==> src/rtl/owb_pkg.sv <==
package owb_pkg;

  typedef enum logic [1:0] {
    OP_WRITE = 2'd0,
    OP_READ  = 2'd1,
    OP_TOUCH = 2'd2,
    OP_TALT  = 2'd3
  } owb_op_e;

  typedef enum logic [1:0] {
    ST_IDLE  = 2'd0,
    ST_ISSUE = 2'd1,
    ST_WAIT  = 2'd2,
    ST_HOLD  = 2'd3
  } owb_state_e;

  // level driven into a slot for a given operation and current data bit
  function automatic logic slot_level(owb_op_e op, logic lsb);
    return (op == OP_READ) ? 1'b1 : lsb;
  endfunction

  // bit kept in the result after a slot completes
  function automatic logic kept_bit(owb_op_e op, logic lsb, logic smp);
    return (op == OP_WRITE) ? lsb : smp;
  endfunction

endpackage

==> src/rtl/owb_shift_unit.sv <==
module owb_shift_unit
  import owb_pkg::*;
#(
  parameter int DATA_W = 8
) (
  input  logic              clk,
  input  logic              rst_n,
  input  logic              load,
  input  logic [DATA_W-1:0] load_data,
  input  logic              step,
  input  owb_op_e           op,
  input  logic              sample,
  output logic              lsb,
  output logic [DATA_W-1:0] next_value
);

  logic [DATA_W-1:0] sh_q;

  assign lsb        = sh_q[0];
  assign next_value = {kept_bit(op, sh_q[0], sample), sh_q[DATA_W-1:1]};

  always_ff @(posedge clk) begin
    if (!rst_n)     sh_q <= '0;
    else if (load)  sh_q <= load_data;
    else if (step)  sh_q <= next_value;
  end

endmodule

==> src/rtl/owb_hold_timer.sv <==
module owb_hold_timer #(
  parameter int US_PER_MS = 1000,
  parameter int MS_W      = 16
) (
  input  logic            clk,
  input  logic            rst_n,
  input  logic            start,
  input  logic [MS_W-1:0] dur_ms,
  input  logic            us_tick,
  output logic            expire
);

  localparam int DIV_W = (US_PER_MS > 1) ? $clog2(US_PER_MS) : 1;
  localparam logic [DIV_W-1:0] DIV_LAST = DIV_W'(US_PER_MS - 1);

  logic [DIV_W-1:0] div_q;
  logic [MS_W-1:0]  ms_q;
  logic [MS_W-1:0]  dur_q;
  logic             run_q;
  logic             ms_tick;

  assign ms_tick = run_q && us_tick && (div_q == DIV_LAST);
  assign expire  = ms_tick && (ms_q == dur_q - MS_W'(1));

  always_ff @(posedge clk) begin
    if (!rst_n) begin
      div_q <= '0;
      ms_q  <= '0;
      dur_q <= '0;
      run_q <= 1'b0;
    end else if (start) begin
      div_q <= '0;
      ms_q  <= '0;
      dur_q <= dur_ms;
      run_q <= 1'b1;
    end else if (expire) begin
      run_q <= 1'b0;
    end else if (run_q && us_tick) begin
      if (ms_tick) begin
        div_q <= '0;
        ms_q  <= ms_q + MS_W'(1);
      end else begin
        div_q <= div_q + DIV_W'(1);
      end
    end
  end

endmodule

==> src/rtl/owb_pullup_ctl.sv <==
module owb_pullup_ctl #(
  parameter int MS_W = 16
) (
  input  logic            clk,
  input  logic            rst_n,
  input  logic            req_valid,
  input  logic [MS_W-1:0] req_ms,
  input  logic            arm_req,
  input  logic            hw_en,
  input  logic            release_evt,
  output logic            arm_evt,
  output logic            armed,
  output logic [MS_W-1:0] arm_ms,
  output logic            spu_en
);

  logic [MS_W-1:0] pend_q;
  logic            hw_q;

  assign arm_evt = arm_req && (pend_q != '0) && !armed;
  assign spu_en  = armed && hw_q;

  always_ff @(posedge clk) begin
    if (!rst_n)                     pend_q <= '0;
    else if (release_evt)           pend_q <= '0;
    else if (req_valid && !armed)   pend_q <= req_ms;
  end

  always_ff @(posedge clk) begin
    if (!rst_n) begin
      armed  <= 1'b0;
      hw_q   <= 1'b0;
      arm_ms <= '0;
    end else if (arm_evt) begin
      armed  <= 1'b1;
      hw_q   <= hw_en;
      arm_ms <= pend_q;
    end else if (release_evt) begin
      armed  <= 1'b0;
      hw_q   <= 1'b0;
    end
  end

endmodule

==> src/rtl/owb_byte_engine.sv <==
module owb_byte_engine
  import owb_pkg::*;
#(
  parameter int DATA_W    = 8,
  parameter int MS_W      = 16,
  parameter int US_PER_MS = 1000
) (
  input  logic              clk,
  input  logic              rst_n,
  input  logic              cmd_valid,
  output logic              cmd_ready,
  input  logic [1:0]        cmd_op,
  input  logic [DATA_W-1:0] cmd_data,
  input  logic              pu_req_valid,
  input  logic [MS_W-1:0]   pu_req_ms,
  input  logic              pu_hw_en,
  input  logic              us_tick,
  output logic              bit_req_valid,
  output logic              bit_req_val,
  input  logic              bit_rsp_valid,
  input  logic              bit_rsp_val,
  output logic              spu_en,
  output logic              done,
  output logic [DATA_W-1:0] done_data
);

  localparam int IDX_W = $clog2(DATA_W);
  localparam logic [IDX_W-1:0] IDX_LAST = IDX_W'(DATA_W - 1);

  owb_state_e        st_q;
  owb_op_e           op_q;
  logic [IDX_W-1:0]  idx_q;
  logic              done_q;
  logic [DATA_W-1:0] done_data_q;

  // named internal events
  logic              cmd_accept;
  logic              slot_rsp;
  logic              last_rsp;
  logic              arm_req;
  logic              arm_evt;
  logic              armed;
  logic [MS_W-1:0]   arm_ms;
  logic              hold_start;
  logic              hold_expire;
  logic              st_hold;
  logic              sh_lsb;
  logic [DATA_W-1:0] sh_next;

  assign cmd_ready     = (st_q == ST_IDLE);
  assign cmd_accept    = cmd_valid && cmd_ready;
  assign slot_rsp      = (st_q == ST_WAIT) && bit_rsp_valid;
  assign last_rsp      = slot_rsp && (idx_q == IDX_LAST);
  assign arm_req       = slot_rsp && (idx_q == IDX_LAST - IDX_W'(1)) && (op_q == OP_WRITE);
  assign hold_start    = last_rsp && armed;
  assign st_hold       = (st_q == ST_HOLD);
  assign bit_req_valid = (st_q == ST_ISSUE);
  assign bit_req_val   = slot_level(op_q, sh_lsb);
  assign done          = done_q;
  assign done_data     = done_data_q;

  owb_shift_unit #(.DATA_W(DATA_W)) u_shift (
    .clk        (clk),
    .rst_n      (rst_n),
    .load       (cmd_accept),
    .load_data  (cmd_data),
    .step       (slot_rsp),
    .op         (op_q),
    .sample     (bit_rsp_val),
    .lsb        (sh_lsb),
    .next_value (sh_next)
  );

  owb_pullup_ctl #(.MS_W(MS_W)) u_pullup (
    .clk         (clk),
    .rst_n       (rst_n),
    .req_valid   (pu_req_valid),
    .req_ms      (pu_req_ms),
    .arm_req     (arm_req),
    .hw_en       (pu_hw_en),
    .release_evt (hold_expire),
    .arm_evt     (arm_evt),
    .armed       (armed),
    .arm_ms      (arm_ms),
    .spu_en      (spu_en)
  );

  owb_hold_timer #(.US_PER_MS(US_PER_MS), .MS_W(MS_W)) u_timer (
    .clk     (clk),
    .rst_n   (rst_n),
    .start   (hold_start),
    .dur_ms  (arm_ms),
    .us_tick (us_tick),
    .expire  (hold_expire)
  );

  always_ff @(posedge clk) begin
    if (!rst_n) begin
      st_q        <= ST_IDLE;
      op_q        <= OP_WRITE;
      idx_q       <= '0;
      done_q      <= 1'b0;
      done_data_q <= '0;
    end else begin
      done_q <= 1'b0;
      unique case (st_q)
        ST_IDLE: if (cmd_accept) begin
          op_q  <= owb_op_e'(cmd_op);
          idx_q <= '0;
          st_q  <= ST_ISSUE;
        end
        ST_ISSUE: st_q <= ST_WAIT;
        ST_WAIT: if (slot_rsp) begin
          if (idx_q == IDX_LAST) begin
            done_q      <= 1'b1;
            done_data_q <= sh_next;
            st_q        <= armed ? ST_HOLD : ST_IDLE;
          end else begin
            idx_q <= idx_q + IDX_W'(1);
            st_q  <= ST_ISSUE;
          end
        end
        ST_HOLD: if (hold_expire) st_q <= ST_IDLE;
        default: st_q <= ST_IDLE;
      endcase
    end
  end

endmodule

==> config.mk <==
export PLATFORM = sky130hd
export DESIGN_NAME = owb_byte_engine
export DESIGN_NICKNAME = d
export VERILOG_FILES = /design/src/rtl/owb_pkg.sv /design/src/rtl/owb_shift_unit.sv /design/src/rtl/owb_hold_timer.sv /design/src/rtl/owb_pullup_ctl.sv /design/src/rtl/owb_byte_engine.sv
export SDC_FILE = /design/constraint.sdc
export NUM_CORES = 1
export LEC_CHECK = 0
export BUFFER_PORTS_ARGS = -buffer_cell sky130_fd_sc_hd__buf_2
export CORE_AREA = 2 2 133 96
export DETAILED_ROUTE_END_ITERATION = 10
export DIE_AREA = 0 0 135 98
export PLACE_DENSITY_LB_ADDON = 0.3
export SYNTH_ARGS = -nofsm -noshare
export SYNTH_HDL_FRONTEND = slang
export SYNTH_SLANG_ARGS = --single-unit
==> constraint.sdc <==
create_clock -name clk -period 9.83 [get_ports clk]
set_clock_uncertainty 0.05 [all_clocks]
set_input_delay 1.4745 -clock clk [delete_from_list [all_inputs] [get_ports clk]]
set_output_delay 1.4745 -clock clk [all_outputs]
set_load 0.05 [all_outputs]
==> results of run 1 <==
-- Yosys cell counts (3+ instances only) --
master    count
nand3b_1      4
a31oi_1       4
nand4_1      12
o211a_1       7
o211ai_1      7
o31ai_1       3
nand2b_1      3
nor2_1       33
and3_1        8
a21oi_1      32
and2_1        7
inv_1        10
a22oi_1       3
clkbuf_1     25
buf_6         3
mux2i_1      21
a21boi_0     11
nor2b_1      24
nor4_1        9
nand3_1      23
or4_1        14
xnor2_1      17
ha_1          6
dfxtp_1     101
o21ai_0      24
nor3_1        5
a22o_1       14
or3_1         7
xor2_1        8
nand2_1      83
-- final cells by class --
class | instances | area share, %
Clock buffer | 12 | 4.94
Tap cell | 162 | 3.76
Sequential cell | 101 | 37.5
Timing Repair Buffer | 46 | 4.27
Inverter | 10 | 0.696
Clock inverter | 4 | 1.02
Multi-Input combinational cell | 417 | 47.8
-- registers in the layout (all words and copies together), names as in the netlist --
name,cells
u_pullup.hw_q,1
idx_q,3
done_data,8
st_q,2
u_timer.div_q,10
u_timer.dur_q,16
u_timer.ms_q,16
u_timer.run_q,1
u_shift.sh_q,8
done,1
u_pullup.pend_q,16
u_pullup.arm_ms,16
op_q,2
u_pullup.armed,1
-- layer usage --
layer  global-route usage (%)  up-vias  routed length [um]
li1                         -     2053                   -
met1                     24.0     1848                5330
met2                     25.5       84                4530
met3                     4.36        8                 526
met4                     4.89        0                 130
met5                        0        -                   0
-- stage by stage --
step                cell area [um^2]  std cells  total power, W  hold slack (ns)  setup WS [ns]
floorplan                       4790        560        0.000474            0.375           6.02
global placement                5070        736        0.000488            0.400           5.47
detailed placement              5070        736        0.000491            0.403           5.43
CTS                             5390        752        0.000862            0.416           5.82
global route                    5390        752        0.000885            0.437           5.50
finish                          5390        752        0.000854            0.412           5.74
-- kinds of logic after synthesis --
family,count (synthesis),share of synthesized area (%)
buffers and inverters,42,3.90
XOR/XNOR,25,4.58
adder cells (fa/ha/maj),6,1.57
AND/OR/NAND/NOR,243,26.0
multiplexers,22,4.63
AO/OA/AOI/OAI,121,17.1
flip-flops,101,42.2
-- where the power goes --
group / leakage [nW] / switching [W] / internal, W
sequential: 0.819 / 0.00000930 / 0.000418
clock: 0.155 / 0.000155 / 0.000219
combinational: 1.19 / 0.0000326 / 0.0000204
-- worst max path at each step --
stage          depth (start not counted)                         endpoint  slack [ns]
2_1_floorplan                         10  u_pullup.pend_q[0]$_SDFFE_PP0P_        6.02
3_3_place_gp                           9    u_timer.ms_q[10]$_SDFFE_PP0P_        5.47
3_5_place_dp                           9    u_timer.div_q[9]$_SDFFE_PP0P_        5.43
4_1_cts                                9    u_timer.div_q[9]$_SDFFE_PP0P_        5.82
5_1_grt                                9    u_timer.ms_q[10]$_SDFFE_PP0P_        5.50
6_report                               9    u_timer.ms_q[14]$_SDFFE_PP0P_        5.74
-- worst reg2reg max path: stages (launching register included) --
cell and delay (ns):
dfxtp_1 0.36, inv_1 0.09, ha_1 0.26, or4b_1 0.59, or2_2 0.35, nor4b_1 0.31
nor2_1 0.12, or4_4 0.56, o21ai_1 0.60, or4_1 0.21, a21oi_1 0.06
==> out/results.txt, run 1 <==
Port Buf Inserts: 46
Clk Latency, worst-skew pair: 0.35 ns
Unique masters post-synth: 57
hold crit path type: flip-flop to flip-flop
area leader, netlist: dfxtp_1
Reg clk slew, reported paths: 0.07 ns
ANT nets after route: 0
Crit. End Element: flip-flop
first-pass GRT wire length: 18200 um
hold_buf cts: 0
antenna violations before repair: 0
most frequent cells in the layout: 101 x dfxtp_1, 83 x nand2_1, 46 x buf_2
CP dominant cell by count: or4_1
Seq/Total Area, Yosys: 42.2%
post_cts resized: 0
Post-Syn Nets: 600
Std-Cell Rows: 34
synth warn: 0
average footprint of a synthesized cell: 8.55 um^2
Initial Util: 39.6%
WP data arrival: 4.23 ns
outcome: finished, final reports clean
worst-case clock buffer depth: 2
H-tree depth: 3
DP Wirelength: 7660 um
ratio of cells with drive above 1 in the final layout: 12.2%
drt drc: 0
DR vias: 3993
reg2reg setup slack: 6.12 ns
Final Util: 44.6%
largest cells by area after synthesis: dfxtp_1 42%, nand2_1 6.5%, mux2i_1 4.4%, a21oi_1 3.3%, nor2b_1 3.1%
Setup TNS: 0 ns
CTS tree: yes
R2R cell count: 10
worst-margin pin slew: 0.987 ns
Worst Path Buf+Inv: 1
Critical path origin: us_tick
Die Span X: 135 um
die area: 0.0132 mm^2
f_max: 0.245 GHz
RSZ-0062 raised after global routing: no
largest net degree at the start of global routing: 48
# fillers: 1189
fin. max-slew vios: 0
critical path's largest stage delay: 0.60 ns
GRT Util Overall: 16.9%
I/O Pins: 47
crit start category: primary input
Seq cells post-synth: 101
Fin. Hold Viols: 0
Post-synth ARST share: 0%
worst r2r src: u_timer.dur_q[0]$_SDFFE_PN0P_
1st-pass router iterations: 4
Top FF cell, synth: dfxtp_1
Worst slew margin: 34.1%
Synth Cell Area: 0.00479 mm^2
vias in the first global route: 3735
CP Class: primary input to flip-flop
worst path required time: 9.98 ns
grt ovf: 0
area taken by multi-input logic gates: 0.00258 mm^2
final setup vio count: 0
DR vias/cell: 5.31
hold depth: 2
P per Cell Area: 158 mW/mm^2
EDFF count, synth: 0
register area: 0.00202 mm^2
commonest non-fill, non-tap cell in the layout: dfxtp_1
crit path time final: 4.09 ns
Nets: 625
GPL Wtd Cong: 0.817
Cell Chain, Critical Path: buf_2, nand4_1, nor4_1, nand4bb_1, or4_1, or4_4, o21ai_1, or4_1, a21oi_1
Die Y: 98 um
core box area: 0.0121 mm^2
clk sinks: 101
IR drop worst, VDD: 87.1 uV
Final Cycle Share: 41.6%
Num CTS Buffers: 9
area grow syn2layout: 12.7%
worst-path maximum fanout: 13
# diodes: 0
CP top delay family: simple AND/OR/NAND/NOR gates
Leak: 2.16 nW
Max-cap violations: 0
DR WL/cell: 14.0 um
post-synth top area share: 42.2%
Starting DRT DRC Count: 268
Gate Count Post-Synth: 560
Crit Reg-Reg Endpoint: u_timer.ms_q[14]$_SDFFE_PP0P_
CTS root buffer: clkbuf_16
Hold Startpoint: done_data[3]$_SDFFE_PN0P_
DRT Wirelength: 10500 um
Hold EP: done_data[3]$_SDFFE_PN0P_
Slowest-stage cell, CP: o21ai_1
setup repair bufs after CTS: 0
Power figures use the tool's default switching activity.
==> run 2: changes to the inputs <==
==> constraint.sdc (replaced) <==
create_clock -name clk -period 4.2 [get_ports clk]
set_clock_uncertainty 0.05 [all_clocks]
set_input_delay 0.63 -clock clk [delete_from_list [all_inputs] [get_ports clk]]
set_output_delay 0.63 -clock clk [all_outputs]
set_load 0.05 [all_outputs]
==> out/results.txt, run 2 (synthesized netlist as in run 1, its figures left out) <==
drt drc: 0
DR vias: 4060
1st-pass router iterations: 4
worst-case clock buffer depth: 2
IR drop worst, VDD: 195 uV
outcome: finished, final reports clean
die area: 0.0132 mm^2
P per Cell Area: 372 mW/mm^2
Port Buf Inserts: 46
DR WL/cell: 14.3 um
worst-path maximum fanout: 17
Fin. Hold Viols: 0
Final Cycle Share: 86.7%
f_max: 0.275 GHz
Clk Latency, worst-skew pair: 0.35 ns
DRT Wirelength: 10800 um
DR vias/cell: 5.38
# diodes: 0
Crit. End Element: flip-flop
Initial Util: 39.6%
Std-Cell Rows: 34
worst-margin pin slew: 0.977 ns
fin. max-slew vios: 0
Max-cap violations: 0
WP data arrival: 3.87 ns
Starting DRT DRC Count: 276
worst path required time: 4.43 ns
ratio of cells with drive above 1 in the final layout: 12.3%
clk sinks: 101
setup slack after layout: 0.558 ns
ANT nets after route: 0
area grow syn2layout: 13.2%
antenna violations before repair: 0
I/O Pins: 47
Reg clk slew, reported paths: 0.06 ns
GPL Wtd Cong: 0.887
DP Wirelength: 7910 um
hold crit path type: flip-flop to flip-flop
H-tree depth: 3
Nets: 629
Setup TNS: 0 ns
Leak: 2.18 nW
largest net degree at the start of global routing: 45
crit start category: flip-flop
hold depth: 2
CTS root buffer: clkbuf_16
final setup vio count: 0
GRT Util Overall: 17.0%
most frequent cells in the layout: 101 x dfxtp_1, 83 x nand2_1, 46 x buf_2
grt ovf: 0
RSZ-0062 raised after global routing: no
Die Y: 98 um
commonest non-fill, non-tap cell in the layout: dfxtp_1
core box area: 0.0121 mm^2
Die Span X: 135 um
setup repair bufs after CTS: 0
first-pass GRT wire length: 18100 um
Num CTS Buffers: 9
CTS tree: yes
vias in the first global route: 3634
post_cts resized: 0
hold_buf cts: 0
CP Class: flip-flop to flip-flop
crit path time final: 3.64 ns
Place WS: 0.606 ns
R2R cell count: 10
Worst slew margin: 34.7%
==> run 2: changes by cell type in the layout (fill, tap and decap cells not counted) <==
cell,change
buf_4,+4
bufinv_16,+1
clkbuf_1,+2
clkbuf_8,-2
clkinv_4,-2
clkinvlp_4,-1
inv_6,+1
==> run 2: worst paths after layout <==
check | endpoint | start | slack (ns)
min | done_data[2]$_SDFFE_PN0P_ | done_data[2]$_SDFFE_PN0P_ | 0.41
max reg2reg | u_timer.div_q[9]$_SDFFE_PP0P_ | u_timer.dur_q[0]$_SDFFE_PN0P_ | 0.56
max | u_timer.div_q[9]$_SDFFE_PP0P_ | u_timer.dur_q[0]$_SDFFE_PN0P_ | 0.56
min reg2reg | done_data[2]$_SDFFE_PN0P_ | done_data[2]$_SDFFE_PN0P_ | 0.41
==> run 2: layout make-up <==
class	instances	area [um^2]
clock inverter	3	68.8
tap	162	203
fill	1213	6670
multi-input combinational	417	2580
inverter	10	37.5
clock buffer	12	246
timing repair buffer	50	260
sequential	101	2020
==> run 2: report_power, final <==
group          internal (W)  switching (W)
Sequential         0.000979      0.0000229
Clock              0.000538       0.000348
Combinational     0.0000488      0.0000757
==> run 2: metal layers <==
layer / vias to the layer above / global-route usage, % / wire [um]
li1: 2058 / - / -
met1: 1897 / 25.2 / 5530
met2: 92 / 24.2 / 4540
met3: 13 / 4.15 / 561
met4: 0 / 5.05 / 130
met5: - / 0 / 0
==> run 2: per-stage QoR <==
step                total power [W]  hold slack (ns)  cell area [um^2]  cells  utilization [%]
floorplan                   0.00111            0.375              4790    560                -
global placement            0.00114            0.400              5100    740             42.2
detailed placement          0.00115            0.403              5100    740             42.2
CTS                         0.00203            0.414              5420    755             44.8
global route                0.00208            0.433              5420    755             44.8
finish                      0.00201            0.411              5420    755             44.8
==> run 2: worst max-delay path: stages (launching register included) <==
cell and delay [ns]:
dfxtp_1 0.35, inv_1 0.09, ha_1 0.27, or4b_1 0.60, or4_1 0.55, o211ai_1 0.09, nor2_1 0.09, or4_4 0.56
o21ai_2 0.52, nand2_1 0.23, nor2_1 0.17
